[config.mk]
export PLATFORM = sky130hd
export DESIGN_NAME = seg_guard
export DESIGN_NICKNAME = d
export VERILOG_FILES = /design/src/rtl/seg_guard_pkg.sv /design/src/rtl/seg_guard_cfg.sv /design/src/rtl/seg_guard_map.sv /design/src/rtl/seg_guard_rules.sv /design/src/rtl/seg_guard_log.sv /design/src/rtl/seg_guard.sv
export SDC_FILE = /design/constraint.sdc
export NUM_CORES = 1
export LEC_CHECK = 0
export ABC_AREA = 0
export BUFFER_PORTS_ARGS = -buffer_cell sky130_fd_sc_hd__clkbuf_2
export CORE_AREA = 3 3 104 106
export CTS_CLUSTER_DIAMETER = 200
export DETAILED_ROUTE_END_ITERATION = 10
export DIE_AREA = 0 0 107 109
export HOLD_SLACK_MARGIN = 0.05
export PLACE_DENSITY = 0.72
export RECOVER_POWER = 25
export SLEW_MARGIN = 0
export SYNTH_ARGS = -nofsm -noshare
export SYNTH_HDL_FRONTEND = slang
export SYNTH_SLANG_ARGS = --single-unit
[constraint.sdc]
create_clock -name clk -period 3.6 [get_ports clk]
set_input_delay 0.54 -clock clk [delete_from_list [all_inputs] [get_ports clk]]
set_output_delay 0.54 -clock clk [all_outputs]
set_load 0.01 [all_outputs]
[src/rtl/seg_guard_pkg.sv]
// Shared encodings for the segment access guard.
package seg_guard_pkg;
    // Privilege tiers; numeric order follows privilege.
    typedef enum logic [1:0] {
        SEG_GEN  = 2'd0,
        SEG_SEC  = 2'd1,
        SEG_BOOT = 2'd2
    } seg_e;

    // Request kinds presented on req_acc.
    typedef enum logic [1:0] {
        ACC_RD  = 2'd0,
        ACC_WR  = 2'd1,
        ACC_JMP = 2'd2,
        ACC_BAD = 2'd3
    } acc_e;
endpackage

[src/rtl/seg_guard_cfg.sv]
// Configuration capture: samples every configuration input while reset is
// low and holds the values afterwards. Assumes rst_n is synchronous.
module seg_guard_cfg #(
    parameter int PW = 8
) (
    input  logic          clk,
    input  logic          rst_n,
    input  logic [PW-1:0] i_boot_pages,
    input  logic [PW-1:0] i_sec_pages,
    input  logic          i_sec_high,
    input  logic          i_boot_wlock,
    input  logic          i_boot_entry,
    input  logic          i_sec_entry,
    input  logic [PW-1:0] i_bdat_lo,
    input  logic [PW-1:0] i_bdat_hi,
    input  logic [PW-1:0] i_sdat_lo,
    input  logic [PW-1:0] i_sdat_hi,
    output logic [PW-1:0] boot_pages,
    output logic [PW-1:0] sec_pages,
    output logic          sec_high,
    output logic          boot_wlock,
    output logic          boot_entry,
    output logic          sec_entry,
    output logic [PW-1:0] bdat_lo,
    output logic [PW-1:0] bdat_hi,
    output logic [PW-1:0] sdat_lo,
    output logic [PW-1:0] sdat_hi
);
    // Load configuration during reset, freeze it once reset is released.
    always_ff @(posedge clk) begin
        if (!rst_n) begin
            boot_pages <= i_boot_pages;
            sec_pages  <= i_sec_pages;
            sec_high   <= i_sec_high;
            boot_wlock <= i_boot_wlock;
            boot_entry <= i_boot_entry;
            sec_entry  <= i_sec_entry;
            bdat_lo    <= i_bdat_lo;
            bdat_hi    <= i_bdat_hi;
            sdat_lo    <= i_sdat_lo;
            sdat_hi    <= i_sdat_hi;
        end
    end

    // nothing changes while out of reset
    a_r12_cfg_frozen: assert property (@(posedge clk) disable iff (!rst_n)
        $past(rst_n) |-> ($stable(boot_pages) && $stable(sec_pages) && $stable(sec_high)
                          && $stable(boot_wlock) && $stable(boot_entry) && $stable(sec_entry)
                          && $stable(bdat_lo) && $stable(bdat_hi)
                          && $stable(sdat_lo) && $stable(sdat_hi)));
endmodule

[src/rtl/seg_guard_map.sv]
// Page classifier: maps a page number to a tier. Flash tiers are laid out
// boot first, then secure, then general; data windows are half-open page
// ranges with boot taking precedence over secure where they overlap.
module seg_guard_map
    import seg_guard_pkg::*;
#(
    parameter int PW = 8
) (
    input  logic [PW-1:0] page,
    input  logic          is_data,
    input  logic [PW-1:0] boot_pages,
    input  logic [PW-1:0] sec_pages,
    input  logic [PW-1:0] bdat_lo,
    input  logic [PW-1:0] bdat_hi,
    input  logic [PW-1:0] sdat_lo,
    input  logic [PW-1:0] sdat_hi,
    output seg_e          seg
);
    localparam int EW = PW + 1;

    logic [EW-1:0] boot_end;
    logic [EW-1:0] sec_end;
    logic [EW-1:0] page_x;
    logic          in_bdat;
    logic          in_sdat;

    // Flash tier limits; one extra bit keeps the sum from wrapping.
    always_comb begin
        page_x   = {1'b0, page};
        boot_end = {1'b0, boot_pages};
        sec_end  = boot_end + {1'b0, sec_pages};
        in_bdat  = (page >= bdat_lo) && (page < bdat_hi);
        in_sdat  = (page >= sdat_lo) && (page < sdat_hi);
    end

    // Pick the tier for the selected address space.
    always_comb begin
        if (is_data) begin
            if (in_bdat)      seg = SEG_BOOT;
            else if (in_sdat) seg = SEG_SEC;
            else              seg = SEG_GEN;
        end else begin
            if (page_x < boot_end)     seg = SEG_BOOT;
            else if (page_x < sec_end) seg = SEG_SEC;
            else                       seg = SEG_GEN;
        end
    end
endmodule

[src/rtl/seg_guard_rules.sv]
// Policy table: decides whether a source tier may perform an access kind on
// a target tier. Purely combinational; assumes tiers come from seg_guard_map.
module seg_guard_rules
    import seg_guard_pkg::*;
(
    input  seg_e  src,
    input  seg_e  tgt,
    input  logic  is_data,
    input  acc_e  acc,
    input  logic  sec_high,
    input  logic  boot_wlock,
    input  logic  boot_entry,
    input  logic  sec_entry,
    output logic  allow
);
    logic is_jmp;
    logic tgt_entry;

    // Helpers shared by the table below.
    always_comb begin
        is_jmp    = (acc == ACC_JMP);
        tgt_entry = (tgt == SEG_BOOT) ? boot_entry : sec_entry;
    end

    // Ordered decision: hard denials first, then tier relations.
    always_comb begin
        allow = 1'b0;
        if (acc == ACC_BAD) begin
            allow = 1'b0;
        end else if (is_data && is_jmp) begin
            allow = 1'b0;
        end else if (!is_data && tgt == SEG_BOOT && acc == ACC_WR && boot_wlock) begin
            allow = 1'b0;
        end else if (tgt == SEG_GEN || src == tgt) begin
            allow = 1'b1;
        end else begin
            unique case (src)
                SEG_BOOT: allow = !sec_high || (is_jmp && sec_entry);
                SEG_SEC:  allow = sec_high || (is_jmp && boot_entry);
                default:  allow = is_jmp && tgt_entry;
            endcase
        end
    end
endmodule

[src/rtl/seg_guard_log.sv]
// Violation record: captures the first denied request and holds it until a
// clear pulse; a denial in the clearing cycle is recorded instead.
module seg_guard_log
    import seg_guard_pkg::*;
#(
    parameter int AW = 16
) (
    input  logic          clk,
    input  logic          rst_n,
    input  logic          req_vld,
    input  logic          deny,
    input  seg_e          src,
    input  logic [1:0]    acc,
    input  logic          is_data,
    input  logic [AW-1:0] addr,
    input  logic          clr,
    output logic          viol,
    output logic [1:0]    viol_src,
    output logic [1:0]    viol_acc,
    output logic          viol_data,
    output logic [AW-1:0] viol_addr
);
    logic take;

    // A new record is taken when the slot is free or being cleared.
    always_comb take = req_vld && deny && (!viol || clr);

    // Sticky flag and captured fields.
    always_ff @(posedge clk) begin
        if (!rst_n) begin
            viol      <= 1'b0;
            viol_src  <= '0;
            viol_acc  <= '0;
            viol_data <= 1'b0;
            viol_addr <= '0;
        end else if (take) begin
            viol      <= 1'b1;
            viol_src  <= src;
            viol_acc  <= acc;
            viol_data <= is_data;
            viol_addr <= addr;
        end else if (clr) begin
            viol      <= 1'b0;
        end
    end

    // a denial always leaves the flag set
    a_r11_deny_sets: assert property (@(posedge clk) disable iff (!rst_n)
        (req_vld && deny) |=> viol);
    // record holds while not cleared
    a_r11_record_holds: assert property (@(posedge clk) disable iff (!rst_n)
        (viol && !clr) |=> (viol && $stable(viol_addr) && $stable(viol_src)));
endmodule

[src/rtl/seg_guard.sv]
// Top of the segment access guard: classifies source and target tiers,
// applies the policy, gates memory strobes and read data, and logs denials.
// Assumes memory returns read data one cycle after mem_re.
module seg_guard
    import seg_guard_pkg::*;
#(
    parameter int AW = 16,
    parameter int PB = 8,
    parameter int DW = 16,
    parameter int PW = AW - PB
) (
    input  logic          clk,
    input  logic          rst_n,
    input  logic [PW-1:0] cfg_boot_pages,
    input  logic [PW-1:0] cfg_sec_pages,
    input  logic          cfg_sec_high,
    input  logic          cfg_boot_wlock,
    input  logic          cfg_boot_entry,
    input  logic          cfg_sec_entry,
    input  logic [PW-1:0] cfg_bdat_lo,
    input  logic [PW-1:0] cfg_bdat_hi,
    input  logic [PW-1:0] cfg_sdat_lo,
    input  logic [PW-1:0] cfg_sdat_hi,
    input  logic [AW-1:0] fetch_pc,
    input  logic          req_vld,
    input  logic          req_data,
    input  logic [1:0]    req_acc,
    input  logic [AW-1:0] req_addr,
    input  logic [DW-1:0] mem_rdata,
    input  logic          viol_clr,
    output logic          req_gnt,
    output logic          mem_re,
    output logic          mem_we,
    output logic [DW-1:0] cpu_rdata,
    output logic          viol,
    output logic [1:0]    viol_src,
    output logic [1:0]    viol_acc,
    output logic          viol_data,
    output logic [AW-1:0] viol_addr
);
    logic [PW-1:0] boot_pages, sec_pages, bdat_lo, bdat_hi, sdat_lo, sdat_hi;
    logic          sec_high, boot_wlock, boot_entry, sec_entry;
    seg_e          src_seg, tgt_seg;
    acc_e          acc;
    logic          allow;
    logic          rd_ok_q;

    always_comb acc = acc_e'(req_acc);

    seg_guard_cfg #(.PW(PW)) u_cfg (
        .clk(clk), .rst_n(rst_n),
        .i_boot_pages(cfg_boot_pages), .i_sec_pages(cfg_sec_pages),
        .i_sec_high(cfg_sec_high), .i_boot_wlock(cfg_boot_wlock),
        .i_boot_entry(cfg_boot_entry), .i_sec_entry(cfg_sec_entry),
        .i_bdat_lo(cfg_bdat_lo), .i_bdat_hi(cfg_bdat_hi),
        .i_sdat_lo(cfg_sdat_lo), .i_sdat_hi(cfg_sdat_hi),
        .boot_pages(boot_pages), .sec_pages(sec_pages),
        .sec_high(sec_high), .boot_wlock(boot_wlock),
        .boot_entry(boot_entry), .sec_entry(sec_entry),
        .bdat_lo(bdat_lo), .bdat_hi(bdat_hi),
        .sdat_lo(sdat_lo), .sdat_hi(sdat_hi)
    );

    // Source tier comes from the fetch address, always in flash.
    seg_guard_map #(.PW(PW)) u_src_map (
        .page(fetch_pc[AW-1:PB]), .is_data(1'b0),
        .boot_pages(boot_pages), .sec_pages(sec_pages),
        .bdat_lo(bdat_lo), .bdat_hi(bdat_hi),
        .sdat_lo(sdat_lo), .sdat_hi(sdat_hi),
        .seg(src_seg)
    );

    // Target tier comes from the request address in its space.
    seg_guard_map #(.PW(PW)) u_tgt_map (
        .page(req_addr[AW-1:PB]), .is_data(req_data),
        .boot_pages(boot_pages), .sec_pages(sec_pages),
        .bdat_lo(bdat_lo), .bdat_hi(bdat_hi),
        .sdat_lo(sdat_lo), .sdat_hi(sdat_hi),
        .seg(tgt_seg)
    );

    seg_guard_rules u_rules (
        .src(src_seg), .tgt(tgt_seg), .is_data(req_data), .acc(acc),
        .sec_high(sec_high), .boot_wlock(boot_wlock),
        .boot_entry(boot_entry), .sec_entry(sec_entry),
        .allow(allow)
    );

    seg_guard_log #(.AW(AW)) u_log (
        .clk(clk), .rst_n(rst_n),
        .req_vld(req_vld), .deny(!allow), .src(src_seg), .acc(req_acc),
        .is_data(req_data), .addr(req_addr), .clr(viol_clr),
        .viol(viol), .viol_src(viol_src), .viol_acc(viol_acc),
        .viol_data(viol_data), .viol_addr(viol_addr)
    );

    // Memory strobes qualified by the policy decision.
    always_comb begin
        req_gnt = req_vld && allow;
        mem_re  = req_gnt && (acc == ACC_RD);
        mem_we  = req_gnt && (acc == ACC_WR);
    end

    // Remember whether the data arriving next cycle may be returned.
    always_ff @(posedge clk) begin
        if (!rst_n) rd_ok_q <= 1'b0;
        else        rd_ok_q <= mem_re;
    end

    // Zero read data for denied or absent reads.
    always_comb cpu_rdata = rd_ok_q ? mem_rdata : '0;

    // locked boot flash never sees a write strobe
    a_r5_boot_wlock: assert property (@(posedge clk) disable iff (!rst_n)
        (!req_data && boot_wlock && (req_addr[AW-1:PB] < boot_pages)) |-> !mem_we);
    // general flash is open to every valid access code
    a_r2_general_open: assert property (@(posedge clk) disable iff (!rst_n)
        (req_vld && !req_data && req_acc != 2'd3
         && ({1'b0, req_addr[AW-1:PB]} >= ({1'b0, boot_pages} + {1'b0, sec_pages})))
        |-> req_gnt);
    // a denied read yields zero data next cycle
    a_r10_denied_read_zero: assert property (@(posedge clk) disable iff (!rst_n)
        $past(req_vld && req_acc == 2'd0 && !req_gnt) |-> (cpu_rdata == '0));
endmodule

==> out/results.tsv, run 1 <==
metric	value	unit
outcome	finished, violations left	
violations in the final reports	negative setup slack	
worst hold path type	in2reg	
vias in the first global route	3721	
Ant. Diodes	0	
proportion of layout cells with a drive suffix above 1	0.390	
skew final	8.41	ps
antenna violations before repair	0	
post-route fraction of the period consumed by the critical path	1.20	
number of max-cap violations	0	
area fraction of the dominant cell type after synthesis	0.346	
number of enable flip-flop cells after synthesis	52	
Least-Margin Pin Slew	771	ps
Yosys top cell by area	sky130_fd_sc_hd__edfxtp_1	
GP Congestion	0.840	
FFs w/ async S/R, synth	0	
multi-input logic area	2410	um2
final hold violations	0	
number of sinks handled by clock tree synthesis	75	
Worst setup EP type	output port	
number of gates on the worst path with buffers counted	18	
mapped cell area	4510	um2
core region area	9860	um2
global route total overflow	0	
vertical extent of the die	109	um
clock edge transition at the registers on the reported setup and hold paths	80	ps
Boundary Pins	148	
cell types occupying the most area after synthesis	sky130_fd_sc_hd__edfxtp_1 (35%), sky130_fd_sc_hd__ha_1 (18%), sky130_fd_sc_hd__dfxtp_1 (10%)	
Port Buffers	139	
total chip power	2.57	mW
buffer depth of the longest clock path	2	
First DRT Iteration DRCs	157	
number of failing setup endpoints in the final timing report	26	
gate count of the mapped netlist	418	
Detailed Route WL	10.9	mm
synth unique cells	60	
area growth from synthesis to layout	35.8	%
sequential-to-total area share from yosys stat	0.448	
TritonCTS buffer count	9	
combined global-route utilization of all metal layers	0.194	
pins over their slew limit	0	
Pwr per Cell Area	420	nW/um2
Synth Flop Type	sky130_fd_sc_hd__edfxtp_1	
nets	778	
area of the die	11700	um2
top cell types by occurrence after synthesis	sky130_fd_sc_hd__ha_1 (64), sky130_fd_sc_hd__edfxtp_1 (52), sky130_fd_sc_hd__nand2_1 (51)	
setup total negative slack	-11480	ps
total area of sequential cells	2020	um2
largest net degree at the start of global routing	43	
post-route worst hold slack	335	ps
cell depth of the worst min-delay path	1	
clock root buffer	sky130_fd_sc_hd__clkbuf_8	
count leader, synth	sky130_fd_sc_hd__ha_1	
first-pass GRT wire length	17.3	mm
Fmax achieved	231	MHz
synthesized net count	590	
clock latency at the later pin of the worst-skew pair	370	ps
Yosys Warn Count	0	
most prevalent standard cell on the critical path	sky130_fd_sc_hd__a21oi_2	
slowest cell on the critical path	sky130_fd_sc_hd__or3b_4	
number of nets with antenna violations after detailed routing	0	
detailed-route wire length per cell	14.7	um
average size of a mapped cell	10.8	um2
maximum cell stage delay along the critical path	430	ps
min cycle time layout	4340	ps
Vias	3804	
family of cells with the greatest summed delay on the critical path	compound AO/OA/AOI/OAI gates	
post-cts hold buffer count	0	
leakage power total	2.95	nW
starting utilization of the core area	0.457	
worst-case vdd ir drop	0.347	mV
fill cell count	794	
CP arrival	3800	ps
die span in x	107	um
data required time of the worst path	3060	ps
via/cell ratio	5.11	
remaining max-slew budget at the tightest pin	0.486	
clock tree from TritonCTS	built	
kind of start point of the critical path	flop	
unrepaired setup endpoints after global routing	yes	
detailed-placement wirelength estimate	8.51	mm
Register-to-Register Path Depth	21	
number of H-tree levels	3	
first-pass detailed-route iteration total	6	
minimum setup slack in the final design	-738	ps
post-synthesis register bit count	75	
critical setup path kind	reg2out	
crit-path max FO	4	
number of cell rows	36	
total buffers and inverters traversed by the critical path	1	
cell chain of the critical path	ha_1, a21o_1, a21oi_2, o21bai_1, a21oi_2, o21bai_2, a21oi_2, xor2_1, ha_2, nor4_1, mux2i_1, o21ai_2, o31ai_4, or3b_4, o2bb2ai_4, nand2_4, nor3_2, buf_2	
Remaining DRCs	0	
repair_timing:
action	CTS	global route
setup buffers	6	7
setup endpoints to repair	24	26
gates cloned	2	0
pin swaps	5	5
gates resized for setup	6	18
flip-flops by register name (all words and copies together) (netlist names), 2 cells and up:
name,count
u_log.viol_src,2
u_log.viol_acc,2
u_cfg.boot_pages,8
u_cfg.bdat_lo,8
u_cfg.sdat_lo,8
u_cfg.sec_pages,8
u_cfg.bdat_hi,8
u_cfg.sdat_hi,8
u_log.viol_addr,16
cell families after synthesis:
group | Yosys count | synth area share
muxes | 20 | 0.0444
xor gates and xnor gates | 4 | 0.00777
and+or+nand+nor | 116 | 0.130
DFF | 75 | 0.448
buffers and inverters | 56 | 0.0541
AOI/OAI and AO/OA | 82 | 0.134
adders and majority gates | 65 | 0.182
layout make-up:
cell class	instances	area share
Clock buffer	9	0.0202
Timing Repair Buffer	186	0.184
Sequential cell	75	0.330
Multi-Input combinational cell	287	0.393
Clock inverter	7	0.0161
Inverter	47	0.0288
Tap cell	133	0.0272
routing by layer:
metal	global-route usage	routed length [um]	vias to the layer above
met5	0	0	-
met4	0.0731	259	0
met3	0.0562	706	21
met2	0.339	5420	128
met1	0.225	4560	1762
li1	-	-	1893
through the flow:
| stage | instances | cell area, um2 | utilization | setup slack (ps) |
|---|---|---|---|---|
| floorplan | 418 | 4590 | - | -51.2 |
| global placement | 713 | 5640 | 0.572 | -278 |
| detailed placement | 713 | 5640 | 0.572 | -362 |
| CTS | 737 | 5990 | 0.607 | -756 |
| global route | 744 | 6120 | 0.621 | -932 |
| finish | 744 | 6120 | 0.621 | -738 |
cells in the final DEF, fill, tap and decap left out, drive strengths merged, types with 3 or more instances in the layout:
cell / count
nor2b: 4
o31ai: 4
dfxtp: 23
o21bai: 4
edfxtp: 52
nor2: 11
and2: 16
o21a: 4
nor4: 5
nand3: 6
clkbuf: 146
a2111oi: 3
nor3: 6
o21ai: 16
nand2: 52
a21oi: 15
inv: 50
ha: 64
buf: 49
a21o: 7
o211ai: 3
nand2b: 7
a211oi: 5
mux2i: 20
where the power goes:
part	switching (mW)	leakage, nW	internal (mW)
Sequential	0.0306	0.696	0.999
Clock	0.336	0.112	0.396
Combinational	0.401	2.14	0.412
Total	0.767	2.95	1.81
final timing paths:
path / startpoint / endpoint / slack, ps
setup / recovery: u_cfg.boot_pages[1] / mem_re / -740
hold reg to reg: u_log.viol_data / u_log.viol_data / 470
setup reg to reg: u_cfg.boot_pages[1] / u_log.viol_addr[9] / -490
hold / removal: cfg_sec_pages[2] / u_cfg.sec_pages[2] / 330
Note: power is estimated with default switching activity, not from simulation.
==> run 2: changes to the inputs <==
--- a/config.mk
+++ b/config.mk
@@ -18,3 +18,4 @@
 export SYNTH_ARGS = -nofsm -noshare
 export SYNTH_HDL_FRONTEND = slang
 export SYNTH_SLANG_ARGS = --single-unit
+export TNS_END_PERCENT = 50
==> run 2 against run 1 <==
Compared with the run above:
- the run still ends with negative setup slack left
- total power decreased by 6.8%
- worst setup slack got worse by 110 ps
- fmax down 2.4%
- routed wire length shrank 0.54%
- die area is the same
- via count shrank 0.74%
- combinational power shrank 5.2%
- critical path type unchanged
- largest power group unchanged
==> out/results.tsv, run 2 (synthesis gave the netlist of run 1 again) <==
metric	value	unit	change
outcome	finished, violations left		
violations in the final reports	negative setup slack		
kind of start point of the critical path	flop		
leakage power total	2.88	nW	-2.4%
timing startpoint of the critical path	u_cfg.boot_pages[1]		
starting utilization of the core area	0.457		unchanged
clock edge transition at the registers on the reported setup and hold paths	100	ps	+20 ps
number of standard cells in the final layout excluding fillers	739		-0.67%
Register-to-Register Path Depth	21		unchanged
first-pass GRT wire length	17.1	mm	-1.4%
Vias	3776		-0.74%
antenna violations before repair	0		unchanged
Boundary Pins	148		unchanged
number of sinks handled by clock tree synthesis	75		unchanged
combined global-route utilization of all metal layers	0.189		-0.00461
proportion of layout cells with a drive suffix above 1	0.366		-0.0232
vertical extent of the die	109	um	unchanged
Worst setup EP type	output port		
multi-input logic area	2330	um2	-3.3%
GP Congestion	0.808		-3.7%
pre-CTS WS	-432	ps	-69.8 ps
Pwr per Cell Area	402	nW/um2	-4.5%
endpoint of the worst register-to-register path	u_log.viol_addr[0]		
Least-Margin Pin Slew	755	ps	-16.2 ps
nets	773		-0.64%
post-cts hold buffer count	0		unchanged
First DRT Iteration DRCs	103		-34%
number of cell rows	36		unchanged
most frequent cells in the layout	sky130_fd_sc_hd__clkbuf_2 (138), sky130_fd_sc_hd__ha_1 (61), sky130_fd_sc_hd__edfxtp_1 (52)		
CP arrival	3910	ps	+110 ps
clock root buffer	sky130_fd_sc_hd__clkbuf_8		
data required time of the worst path	3060	ps	about the same
worst r2r src	u_cfg.boot_pages[1]		
remaining max-slew budget at the tightest pin	0.497		+0.0108
placement-stage cell area	5640	um2	unchanged
Fmax achieved	225	MHz	-2.4%
Port Buffers	139		unchanged
minimum setup slack in the final design	-846	ps	-108 ps
share of the core filled with cells	0.606		-0.0151
number of H-tree levels	3		unchanged
die span in x	107	um	unchanged
core region area	9860	um2	unchanged
detailed-placement wirelength estimate	8.62	mm	+1.3%
number of max-cap violations	0		unchanged
register containing the most flip-flops in the final layout	u_log.viol_addr		
worst setup path endpoint	mem_we		
number of failing setup endpoints in the final timing report	25		-3.8%
placed cell count	713		unchanged
fill cell count	827		+4.2%
skew final	18.6	ps	+10.2 ps
unrepaired setup endpoints after global routing	yes		
worst hold path type	in2reg		
total area of sequential cells	2020	um2	unchanged
post-route cell area	5970	um2	-2.4%
post-route worst hold slack	348	ps	+13.0 ps
TritonCTS buffer count	9		unchanged
largest net degree at the start of global routing	43		unchanged
clock latency at the later pin of the worst-skew pair	360	ps	about the same
detailed-route wire length per cell	14.7	um	+0.13%
area growth from synthesis to layout	32.5	%	
worst-case vdd ir drop	0.277	mV	-20%
via/cell ratio	5.11		about the same
worst reg2reg setup slack	-610	ps	-120 ps
number of nets with antenna violations after detailed routing	0		unchanged
first-pass detailed-route iteration total	4		-2
buffer depth of the longest clock path	2		unchanged
total chip power	2.40	mW	-6.8%
max reg flops	16		unchanged
most frequent standard cell in the layout excluding fill and tap cells	sky130_fd_sc_hd__clkbuf_2		
Remaining DRCs	0		unchanged
setup total negative slack	-14620	ps	-3140 ps
vias in the first global route	3669		-1.4%
clock tree from TritonCTS	built		
Ant. Diodes	0		unchanged
critical setup path kind	reg2out		
post-route fraction of the period consumed by the critical path	1.24		+0.0300
global route total overflow	0		unchanged
Detailed Route WL	10.9	mm	-0.54%
final hold violations	0		unchanged
area of the die	11700	um2	unchanged
min cycle time layout	4450	ps	+108 ps
pins over their slew limit	0		unchanged
crit-path max FO	4		unchanged
==> run 2: power by group <==
part           leakage, nW  internal (mW)  switching (mW)  total [mW]
clock               0.0881          0.259           0.339       0.599
combinational         2.09          0.388           0.383       0.771
sequential           0.696          0.999          0.0303        1.03
total                 2.88           1.65           0.753        2.40
==> run 2: final cells by class <==
cell class	count	share of cell area
clock buffers	9	0.0207
clock inverters	7	0.00963
inverters	47	0.0295
multi-input cells	287	0.390
flip-flops and latches	75	0.338
well taps	133	0.0279
repair buffers	181	0.184
==> run 2: critical path, cell delays in order, from the launching register on <==
cell and delay [ps]:
sky130_fd_sc_hd__edfxtp_1 420, sky130_fd_sc_hd__ha_1 310, sky130_fd_sc_hd__a21o_1 180, sky130_fd_sc_hd__a21oi_2 150, sky130_fd_sc_hd__o21bai_1 110, sky130_fd_sc_hd__a21oi_2 160
sky130_fd_sc_hd__o21bai_1 90, sky130_fd_sc_hd__a21oi_1 160, sky130_fd_sc_hd__xor2_1 230, sky130_fd_sc_hd__ha_2 260, sky130_fd_sc_hd__nor4_1 60, sky130_fd_sc_hd__mux2i_1 190
sky130_fd_sc_hd__o21ai_2 120, sky130_fd_sc_hd__o31ai_4 260, sky130_fd_sc_hd__or3b_4 430, sky130_fd_sc_hd__o2bb2ai_4 160, sky130_fd_sc_hd__nand2_4 100, sky130_fd_sc_hd__nor3b_4 40
sky130_fd_sc_hd__clkbuf_2 130
==> run 2: routing by layer <==
layer / global-route usage / share of wire / wire length, um / vias up
li1: - / - / - / 1890
met1: 0.228 / 0.43 / 4640 / 1737
met2: 0.340 / 0.50 / 5440 / 128
met3: 0.0332 / 0.056 / 608 / 21
met4: 0.0676 / 0.018 / 199 / 0
met5: 0 / 0 / 0 / -
==> run 2: worst min-delay path by stage <==
| stage | end | slack [ps] | cells after the start | startpoint |
|---|---|---|---|---|
| after floorplan | u_log.viol_acc[1] | 480 | 2 | u_log.viol_acc[1] |
| after global placement | u_log.viol_data | 440 | 2 | u_log.viol_data |
| after detailed placement | u_log.viol_addr[15] | 450 | 2 | u_log.viol_addr[15] |
| after CTS | u_cfg.bdat_hi[0] | 330 | 1 | cfg_bdat_hi[0] |
| after global routing | u_cfg.boot_pages[2] | 320 | 1 | cfg_boot_pages[2] |
| final | u_cfg.bdat_hi[0] | 350 | 1 | cfg_bdat_hi[0] |
==> run 2: timing repair <==
item	CTS	global route
resized for setup	2	2
cloned	2	1
setup buffers	3	4
endpoints found under the setup margin	25	26
pin swaps	2	1
==> run 3: changes to the inputs <==
--- a/config.mk
+++ b/config.mk
@@ -14,6 +14,7 @@
 export HOLD_SLACK_MARGIN = 0.05
 export PLACE_DENSITY = 0.72
 export RECOVER_POWER = 25
+export SKIP_CTS_REPAIR_TIMING = 1
 export SLEW_MARGIN = 0
 export SYNTH_ARGS = -nofsm -noshare
 export SYNTH_HDL_FRONTEND = slang
==> run 3 against run 2 <==
Compared with the run above:
- the flow still finishes with violations (negative setup slack)
- first-iteration DRC count up 5.8%
- largest power group unchanged
- highest routed layer unchanged
- clock-buffer cell count unchanged
- clock skew up 2.3 ps
- sequential cell count unchanged
- via count down 0.74%
- critical path type unchanged
- largest cell class unchanged
- total power down 1.5%
- sequential power about the same
==> out/results.tsv, run 3 (synthesis gave the netlist of run 1 again) <==
metric	value	unit	change
outcome	finished, violations left		
violations in the final reports	negative setup slack		
global route total overflow	0		unchanged
remaining max-slew budget at the tightest pin	0.484		-0.0126
First DRT Iteration DRCs	109		+5.8%
critical setup path kind	reg2out		
clock root buffer	sky130_fd_sc_hd__clkbuf_8		
number of sinks handled by clock tree synthesis	75		unchanged
post-route cell area	5900	um2	-1.3%
antenna violations before repair	0		unchanged
Boundary Pins	148		unchanged
skew final	20.9	ps	+2.29 ps
max reg flops	16		unchanged
first-pass GRT wire length	16.8	mm	-1.4%
buffer depth of the longest clock path	2		unchanged
Worst Hold End	u_cfg.bdat_hi[0]		
data required time of the worst path	3060	ps	about the same
min cycle time layout	4430	ps	-17.5 ps
area growth from synthesis to layout	30.8	%	
core region area	9860	um2	unchanged
Detailed Route WL	10.8	mm	-0.74%
vias in the first global route	3634		-0.95%
maximum cell stage delay along the critical path	430	ps	about the same
slowest cell on the critical path	sky130_fd_sc_hd__or3b_4		
nets	768		-0.65%
leakage power total	2.84	nW	-1.3%
fill cell count	837		+1.2%
number of failing setup endpoints in the final timing report	25		unchanged
Vias	3748		-0.74%
final hold violations	0		unchanged
number of max-cap violations	0		unchanged
kind of start point of the critical path	flop		
Ant. Diodes	0		unchanged
TritonCTS buffer count	9		unchanged
Pwr per Cell Area	400	nW/um2	-0.27%
unrepaired setup endpoints after global routing	yes		
most frequent standard cell in the layout excluding fill and tap cells	sky130_fd_sc_hd__clkbuf_2		
number of H-tree levels	3		unchanged
clock latency at the later pin of the worst-skew pair	360	ps	about the same
die span in x	107	um	unchanged
Worst setup EP type	output port		
Port Buffers	139		unchanged
total chip power	2.36	mW	-1.5%
Fmax achieved	226	MHz	+0.40%
worst min-delay path startpoint	cfg_bdat_hi[0]		
endpoint of the worst register-to-register path	u_log.viol_addr[1]		
Remaining DRCs	0		unchanged
combined global-route utilization of all metal layers	0.186		-0.00292
number of nets with antenna violations after detailed routing	0		unchanged
detailed-placement wirelength estimate	8.62	mm	unchanged
GP Congestion	0.808		unchanged
setup total negative slack	-14210	ps	+412 ps
Least-Margin Pin Slew	774	ps	+18.8 ps
proportion of layout cells with a drive suffix above 1	0.361		-0.00527
starting utilization of the core area	0.457		unchanged
register containing the most flip-flops in the final layout	u_log.viol_addr		
worst-case vdd ir drop	0.277	mV	about the same
first-pass detailed-route iteration total	4		unchanged
worst r2r src	u_cfg.boot_pages[1]		
pins over their slew limit	0		unchanged
worst hold path type	in2reg		
largest net degree at the start of global routing	43		unchanged
most frequent cells in the layout	sky130_fd_sc_hd__clkbuf_2 (138), sky130_fd_sc_hd__ha_1 (61), sky130_fd_sc_hd__edfxtp_1 (52)		
detailed-route wire length per cell	14.7	um	about the same
minimum setup slack in the final design	-828	ps	+17.5 ps
vertical extent of the die	109	um	unchanged
crit-path max FO	4		unchanged
Register-to-Register Path Depth	20		-4.8%
cell chain of the critical path	ha_1, a21o_1, a21oi_2, o21bai_1, a21oi_2, o21bai_1, a21oi_1, xor2_1, ha_2, nor4_1, mux2i_1, o21ai_2, o31ai_4, or3b_4, o2bb2ai_4, nand2_4, nor3b_4, clkbuf_2		
CP arrival	3890	ps	-20 ps
share of the core filled with cells	0.598		-0.00774
clock tree from TritonCTS	built		
via/cell ratio	5.11		about the same
clock edge transition at the registers on the reported setup and hold paths	100	ps	about the same
cell depth of the worst min-delay path	1		unchanged
area of the die	11700	um2	unchanged
placement-stage cell area	5640	um2	unchanged
number of cell rows	36		unchanged
post-route fraction of the period consumed by the critical path	1.23		-0.00487
worst reg2reg setup slack	-600	ps	about the same
==> run 3: cell types whose count changed in the layout (fill, tap and decap cells not counted), sizes merged <==
| cell | before | now |
|---|---|---|
| buf | 41 | 35 |
| clkbuf | 149 | 150 |
==> run 3: area by class of cell <==
cell class	count	area, um2	share of cell area
multi-input combinational	287	2330	0.395
sequential	75	2020	0.343
timing repair buffer	176	1020	0.174
inverter	47	176	0.0299
tap	133	166	0.0282
clock buffer	9	124	0.0210
clock inverter	7	57.6	0.00976
==> run 3: critical path, delay by kind of cell, from the launching register on <==
kind / cells / cell delay, ps
AO/OA/AOI/OAI: 9 / 1380
AND/OR/NAND/NOR: 4 / 630
adder cells (fa/ha/maj): 2 / 560
flip-flops: 1 / 420
XOR/XNOR: 1 / 210
multiplexers: 1 / 190
buffers and inverters: 1 / 130
==> run 3: how the worst max path moves through the flow <==
stage	start	to	slack, ps	cells past startpoint
finish	u_cfg.boot_pages[1]	mem_we	-830	18
global placement	u_cfg.boot_pages[1]	mem_we	-280	18
floorplan	u_cfg.boot_pages[1]	mem_re	-50	17
CTS	u_cfg.boot_pages[1]	mem_we	-860	18
detailed placement	u_cfg.boot_pages[1]	mem_we	-430	18
global route	u_cfg.boot_pages[1]	mem_re	-1010	18
==> run 3: where the power goes <==
group	internal, mW	leakage, nW	switching [mW]
Clock	0.259	0.0881	0.340
Sequential	0.999	0.696	0.0304
Combinational	0.358	2.06	0.375
Total	1.62	2.84	0.745
==> run 3: metal layers <==
metal  up-vias  track usage  share of wire
met4         0       0.0658          0.018
li1       1876            -              -
met3        20       0.0332          0.046
met2       118        0.334           0.50
met1      1734        0.225           0.43
met5         -            0              0
==> run 3: metrics by stage <==
step / hold WS [ps] / worst slack [ps] / cells
2_1_floorplan: 479 / -51.2 / 418
3_3_place_gp: 442 / -284 / 713
3_5_place_dp: 453 / -432 / 713
4_1_cts: 333 / -856 / 729
5_1_grt: 325 / -1010 / 734
6_report: 346 / -828 / 734
